### src/rtl/prom_access_decoder.sv
module prom_access_decoder #(
  parameter int PROM_AW = 4,
  parameter int DATA_W  = 32
) (
  input  logic                clk,
  input  logic                rst_n,
  input  logic                dword_mode,
  input  logic                prom_we,
  input  logic                req_valid,
  input  logic                req_win,
  input  logic                req_write,
  input  logic [1:0]          req_size,
  input  logic [PROM_AW:0]    req_addr,
  input  logic [DATA_W-1:0]   req_wdata,
  output logic                wr_ack,
  output logic                rsp_valid,
  output logic [DATA_W-1:0]   rsp_rdata,
  output logic                reg_valid,
  output logic                reg_write,
  output logic [1:0]          reg_size,
  output logic [PROM_AW:0]    reg_addr,
  output logic [DATA_W-1:0]   reg_wdata,
  input  logic [DATA_W-1:0]   reg_rdata
);
  localparam int PROM_N = 1 << PROM_AW;
  localparam int NBYTES = DATA_W / 8;

  logic [PROM_N-1:0][7:0] prom;
  logic [DATA_W-1:0] prom_rd, ones, rd_next;
  logic [2:0] nb;

  wire upper   = req_addr[PROM_AW];
  wire reg_sz  = (req_size == 2'd1) || (req_size == 2'd2);
  wire to_reg  = upper && reg_sz;
  wire io_ok   = dword_mode ? (req_size == 2'd2 && req_addr[1:0] == 2'b00)
                            : (req_size == 2'd0 || (req_size == 2'd1 && !req_addr[0]));
  wire mm_ok   = req_size != 2'd3;
  wire prom_ok = !upper && (req_win ? mm_ok : io_ok);

  assign nb = (req_size == 2'd0) ? 3'd1 : (req_size == 2'd1) ? 3'd2 : 3'd4;

  always_comb begin
    prom_rd = '0;
    ones    = '0;
    for (int i = 0; i < NBYTES; i++) begin
      if (i < int'(nb)) begin
        prom_rd[8*i +: 8] = prom[req_addr[PROM_AW-1:0] + PROM_AW'(i)];
        ones[8*i +: 8]    = 8'hFF;
      end
    end
  end

  assign rd_next = to_reg ? reg_rdata : prom_ok ? prom_rd : ones;

  always_ff @(posedge clk) begin
    if (!rst_n) begin
      prom      <= '0;
      rsp_valid <= 1'b0;
      rsp_rdata <= '0;
    end else begin
      rsp_valid <= req_valid && !req_write;
      if (req_valid && !req_write) rsp_rdata <= rd_next;
      if (req_valid && req_write && prom_ok && prom_we)
        for (int i = 0; i < NBYTES; i++)
          if (i < int'(nb))
            prom[req_addr[PROM_AW-1:0] + PROM_AW'(i)] <= req_wdata[8*i +: 8];
    end
  end

  assign wr_ack    = req_valid && req_write;
  assign reg_valid = req_valid && to_reg;
  assign reg_write = req_write;
  assign reg_size  = req_size;
  assign reg_addr  = req_win ? {1'b0, req_addr[PROM_AW-1:0]} : req_addr;
  assign reg_wdata = req_wdata;

  p_rsp_one_cycle_r9: assert property (@(posedge clk) disable iff (!rst_n)
    rsp_valid |-> $past(req_valid && !req_write));
  p_reg_upper_only_r8: assert property (@(posedge clk) disable iff (!rst_n)
    reg_valid |-> (upper && reg_size != 2'd0));
  p_locked_prom_r4: assert property (@(posedge clk) disable iff (!rst_n)
    (req_valid && req_write && !prom_we) |=> $stable(prom));
  p_dword_gate_r3: assert property (@(posedge clk) disable iff (!rst_n)
    (req_valid && req_write && !req_win && dword_mode && req_size != 2'd2) |=> $stable(prom));
  p_byte_ones_r5: assert property (@(posedge clk) disable iff (!rst_n)
    (req_valid && !req_write && req_size == 2'd0 && upper) |=> (rsp_rdata == DATA_W'(8'hFF)));
endmodule

### config.mk
export PLATFORM = sky130hd
export DESIGN_NAME = prom_access_decoder
export DESIGN_NICKNAME = d
export VERILOG_FILES = /design/src/rtl/prom_access_decoder.sv
export SDC_FILE = /design/constraint.sdc
export NUM_CORES = 1
export LEC_CHECK = 0
export BUFFER_PORTS_ARGS = -buffer_cell sky130_fd_sc_hd__buf_2
export CAP_MARGIN = 0
export CORE_ASPECT_RATIO = 1.4
export CORE_UTILIZATION = 50
export CTS_BUF_LIST = sky130_fd_sc_hd__clkbuf_8
export CTS_CLUSTER_DIAMETER = 80
export DETAILED_ROUTE_END_ITERATION = 12
export GPL_ROUTABILITY_DRIVEN = 0
export GPL_TIMING_DRIVEN = 0
export PLACE_DENSITY = 0.74
export SLEW_MARGIN = 20
export SYNTH_ARGS = -nofsm -noshare
export SYNTH_HDL_FRONTEND = slang
export SYNTH_SLANG_ARGS = --single-unit
### constraint.sdc
create_clock -name clk -period 3.5 [get_ports clk]
set_input_delay 0.7 -clock clk [delete_from_list [all_inputs] [get_ports clk]]
set_output_delay 0.7 -clock clk [all_outputs]
set_load 0.02 [all_outputs]
==> results.sh, run 1 <==
export IMPL_cts_made_buffers=17
export IMPL_track_usage_pct=58.7
export IMPL_hpwlAfterDp_mm=65.0
export IMPL_grt_pass1_vias=20100
export IMPL_yosysUniqueCellTypes=72
export IMPL_dp_slack_ns=-1.96
export IMPL_htreeDepth=4
export IMPL_die_w_um=155
export IMPL_synthMuxAreaShare_pct=30.0
export IMPL_synthArstFlopShare_pct=0
export IMPL_synth_seq_area_share_pct=19.8
export IMPL_dp_cells=2296
export IMPL_synth_cell_area_um2=16300
export IMPL_synth_compound_area_share_pct=30.6
export IMPL_rows=77
export IMPL_synth_fa_ha_area_share_pct=0.922
export IMPL_yosys_warnings=0
export IMPL_synth_nets=1847
export IMPL_synth_edf_count=0
export IMPL_die_y_um=216
export IMPL_yosys_area_share_simple_pct=9.56
export IMPL_cts_buffer_depth=2
export IMPL_grt_max_degree=17
export IMPL_synth_ff_type="dfxtp_1"
export IMPL_avgSynthCellArea_um2=9.27
export IMPL_dpl_cell_area_um2=17500
export IMPL_clock_sinks=161
export IMPL_failing_step="global routing (5_1_grt)"
export IMPL_synth_seq_cells=161
export IMPL_grt_pass1_wl_mm=142
export IMPL_grt_overflow=10
export IMPL_start_util_pct=51.2
export IMPL_cts_root_buf="clkbuf_8"
export IMPL_error="[ERROR GRT-0116] Global routing finished with congestion. Check the congestion regions in the DRC Viewer."
export IMPL_synth_xor_area_share_pct=0.753
export IMPL_synth_top_family_by_area="compound AO/OA/AOI/OAI gates"
export IMPL_num_io_pins=153
export IMPL_portBuffers=143
export IMPL_syn_inst=1757
export IMPL_outcome="stopped before the end"
cell usage after synthesis, types with 9 or more instances:
cell type | n | area share [%]
a211oi_1 | 27 | 1.2
a21oi_1 | 97 | 3.0
a22oi_1 | 88 | 4.1
a32o_1 | 128 | 7.9
and3_1 | 10 | 0.38
buf_1 | 9 | 0.21
buf_2 | 66 | 2.0
buf_4 | 51 | 2.3
buf_6 | 11 | 0.76
clkbuf_1 | 106 | 2.4
dfxtp_1 | 161 | 20
ha_1 | 12 | 0.92
mux2_2 | 40 | 2.8
mux2i_1 | 167 | 10
mux4_2 | 117 | 16
nand2_1 | 123 | 2.8
nand3_1 | 22 | 0.68
nand3b_1 | 11 | 0.51
nor2_1 | 55 | 1.3
nor2b_1 | 11 | 0.42
nor3_1 | 48 | 1.5
o211ai_1 | 48 | 2.2
o21ai_0 | 117 | 3.6
o21ai_1 | 22 | 0.68
o221ai_1 | 9 | 0.48
o2bb2ai_1 | 96 | 5.2
layer usage:
metal | global-route usage, % | GRT overflow
met1 | 59.9 | 0
met2 | 75.8 | 3
met3 | 42.8 | 0
met4 | 54.7 | 7
met5 | 13.1 | 0
timing repair:
action	in CTS
endpoints found under the setup margin	152
endpoints found under the hold margin	0
buffers inserted	4
gates cloned	0
resized for setup	32
hold buffers	0
through the flow:
step | TNS [ns] | hold slack, ns
floorplan | 0 | 0.476
global placement | -192.75 | 0.436
detailed placement | -201.71 | 0.443
CTS | -0.0152 | 0.433
cell families after synthesis:
kind of cell | count (synthesis)
DFF | 161
adders and majority gates | 12
muxes | 329
xor gates and xnor gates | 8
and+or+nand+nor | 319
AOI/OAI and AO/OA | 674
buffers and inverters | 254
==> run 2, diff against run 1 <==
Settings changed: CORE_ASPECT_RATIO 1.4 to not set, CORE_UTILIZATION 50 to 35, CTS_BUF_LIST sky130_fd_sc_hd__clkbuf_8 to not set, CTS_CLUSTER_DIAMETER 80 to not set, PLACE_DENSITY 0.74 to not set, PLACE_DENSITY_LB_ADDON set to 0.15.
Clock period 3.5 ns to 4.5 ns, I/O delays scaled along.
==> run 2 against run 1 <==
The run now ends clean; synthesized cell count is the same; area after synthesis did not move.
==> results.sh, run 2 <==
export IMPL_drt_vias_per_instance=7.41
export IMPL_die_y_um=218
export IMPL_hold_ws_ns=0.444
export IMPL_synth_top_cell_by_area="dfxtp_1"
export IMPL_fin_ws_ns=0.0464
export IMPL_cts_buffer_depth=2
export IMPL_wl_per_cell_um=38.4
export IMPL_arrival_ns=4.88
export IMPL_antenna_left=0
export IMPL_cp_slowest_cell="a2111oi_4"
export IMPL_drive_gt1_share_pct=25.9
export IMPL_die_w_um=218
export IMPL_synth_nets=1847
export IMPL_reg_largest_list="prom (128), rsp_rdata (32), rsp_valid (1)"
export IMPL_switchingPower_uw=1750
export IMPL_synth_seq_cells=161
export IMPL_crit_required_ns=4.93
export IMPL_cts_root_buf="clkbuf_16"
export IMPL_largest_reg_flops=128
export IMPL_crit_chain="buf_2 > buf_6 > inv_2 > clkbuf_2 > ha_1 > nand3_1 > mux2_2 > a2111oi_4 > buf_2 > clkbuf_1 > o21ai_0 > o2bb2ai_1"
export IMPL_num_io_pins=153
export IMPL_hpwlAfterDp_mm=72.4
export IMPL_power_leakage_uw=0.00699
export IMPL_endpoint_kind="flop"
export IMPL_irDropWorstVdd_mv=0.175
export IMPL_finalCriticalPeriod_ns=4.45
export IMPL_crit_start="req_addr[0]"
export IMPL_rows=78
export IMPL_p_seq_share_pct=34.4
export IMPL_track_usage_pct=40.5
export IMPL_hold_path_class="reg -> reg"
export IMPL_grt_max_degree=17
export IMPL_via_count=18800
export IMPL_htreeDepth=4
export IMPL_critPathMostFrequentCell="buf_2"
export IMPL_yosysUniqueCellTypes=72
export IMPL_worst_clock_skew_ns=0.0174
export IMPL_yosys_warnings=0
export IMPL_drt_initial_drc_count=3342
export IMPL_synth_edf_count=0
export IMPL_grt_pass1_wl_mm=134
export IMPL_internal_power_uw=2550
export IMPL_grt_pass1_vias=17200
export IMPL_syn2layout_area_growth_pct=12.5
export IMPL_startpoint_type="primary input"
export IMPL_final_common_cell="buf_2"
export IMPL_synthArstFlopShare_pct=0
export IMPL_avgSynthCellArea_um2=9.27
export IMPL_most_common_layout_cells="buf_2, mux2i_1, dfxtp_1"
export IMPL_start_util_pct=35.7
export IMPL_core_region_area_um2=45700
export IMPL_synth_ff_type="dfxtp_1"
export IMPL_finalCritPeriodShare_pct=99.0
export IMPL_power_uw=4300
export IMPL_synth_area_leaders="dfxtp_1, mux4_2, mux2i_1"
export IMPL_dpl_cell_area_um2=17800
export IMPL_hold_start="rsp_rdata[5]$_SDFFE_PN0P_"
export IMPL_fmax_ghz=0.225
export IMPL_cts_tree="done"
export IMPL_antenna_found_initial=6
export IMPL_p_per_area_nw_per_um2=234
export IMPL_clk_latency_ns=0.50
export IMPL_dr_pass1_iters=6
export IMPL_nets=2009
export IMPL_drv_cap=0
export IMPL_synth_top_area_share_pct=19.8
export IMPL_power_share_clock_pct=33.3
export IMPL_hold_viol=0
export IMPL_largest_register="prom"
export IMPL_maxSlewViolCount=0
export IMPL_drcViolationCount=0
export IMPL_crit_type="in -> reg"
export IMPL_dieArea_um2=47400
export IMPL_totalWireLength_mm=97.3
export IMPL_max_stage_delay_ns=0.55
export IMPL_yosysMostFrequentCell="mux2i_1"
export IMPL_finish_instance_area_um2=18300
export IMPL_dp_slack_ns=-1.53
export IMPL_synth_cell_area_um2=16300
export IMPL_clock_sinks=161
export IMPL_finalSetupViolations=0
export IMPL_portBuffers=143
export IMPL_slew_headroom_pct=11.8
export IMPL_crit_fanout=12
export IMPL_grt_overflow=0
export IMPL_comb_power_share_pct=32.3
export IMPL_syn_inst=1757
export IMPL_worstReg2RegStart="prom[126]$_SDFFE_PN0P_"
export IMPL_cts_hold_buf=0
export IMPL_outcome="completed"
export IMPL_synth_seq_area_share_pct=19.8
export IMPL_cts_made_buffers=17
export IMPL_post_cts_setup_buffers=0
export IMPL_rsz0062_at_grt="false"
export IMPL_switching_share_pct=40.7
export IMPL_synthTopCellsByCount="mux2i_1, dfxtp_1, a32o_1, nand2_1"
export IMPL_tightestPinTransition_ns=1.32
export IMPL_path_clk_slew_ns=0.07
export IMPL_final_util_pct=40.1
[run 2: cell counts after synthesis]
Identical to the previous run, type by type.
[run 2: logic make-up after synthesis]
logic type | count (synthesis) | synth area share [%]
fa+ha+maj | 12 | 0.921
xor+xnor | 8 | 0.753
flops | 161 | 19.8
mux | 329 | 30.0
compound gates | 674 | 30.6
simple gates | 319 | 9.56
buf+inv | 254 | 8.42
[run 2: power groups by stage]
stage	registers, µW	logic, µW	clock network, µW
after floorplan	1520	756	0
after global placement	1510	1290	0
after detailed placement	1510	1290	0
after CTS	1480	1300	1410
after global routing	1480	1400	1470
final	1480	1390	1430
[run 2: per-layer routing]
layer | wire length (µm) | up-vias | track usage [%] | part of all wire, %
met1 | 34600 | 9036 | 48.6 | 35
met2 | 38300 | 1867 | 55.5 | 39
met4 | 7980 | 6 | 28.5 | 8.2
li1 | - | 7396 | - | -
met3 | 16400 | 468 | 20.2 | 17
met5 | 111 | - | 1.46 | 0.11
[run 2: per-stage QoR]
step	std cells	setup TNS, ns
after global routing	2531	0
after floorplan	1757	0
final	2533	0
after CTS	2531	0
after detailed placement	2500	-101.49
after global placement	2500	-97.50
[run 2: worst paths after layout]
path | endpoint | slack, ns | depth (start not counted)
worst min-delay path | rsp_rdata[5]$_SDFFE_PN0P_ | 0.44 | 2
worst max-delay path | prom[113]$_SDFFE_PN0P_ | 0.05 | 12
worst min register to register | rsp_rdata[5]$_SDFFE_PN0P_ | 0.44 | 2
worst max register to register | rsp_rdata[30]$_SDFFE_PN0P_ | 2.29 | 4
[run 2: worst max-delay path, delay by kind of cell]
| kind | cells | cell delay, ns |
|---|---|---|
| mux | 1 | 0.33 |
| fa+ha+maj | 1 | 0.50 |
| simple gates | 1 | 0.12 |
| compound gates | 3 | 0.99 |
| buf+inv | 6 | 2.01 |
[run 2: repair_timing]
| action | CTS | global route |
|---|---|---|
| endpoints found under the setup margin | 98 | 61 |
| resized for setup | 12 | 3 |
| endpoints found under the hold margin | 0 | 0 |
| pin swaps | 0 | 1 |
[run 2: cell type report]
| type | count | area [µm²] |
|---|---|---|
| antenna | 2 | 5.00 |
| tap | 600 | 751 |
| multi-input combinational | 1342 | 11700 |
| fill | 4697 | 27300 |
| buffer | 248 | 1370 |
| clock buffer | 23 | 448 |
| sequential | 161 | 3220 |
| timing repair buffer | 143 | 716 |
| clock inverter | 8 | 58.8 |
| inverter | 6 | 23.8 |
Note: power is estimated with default switching activity, not from simulation.
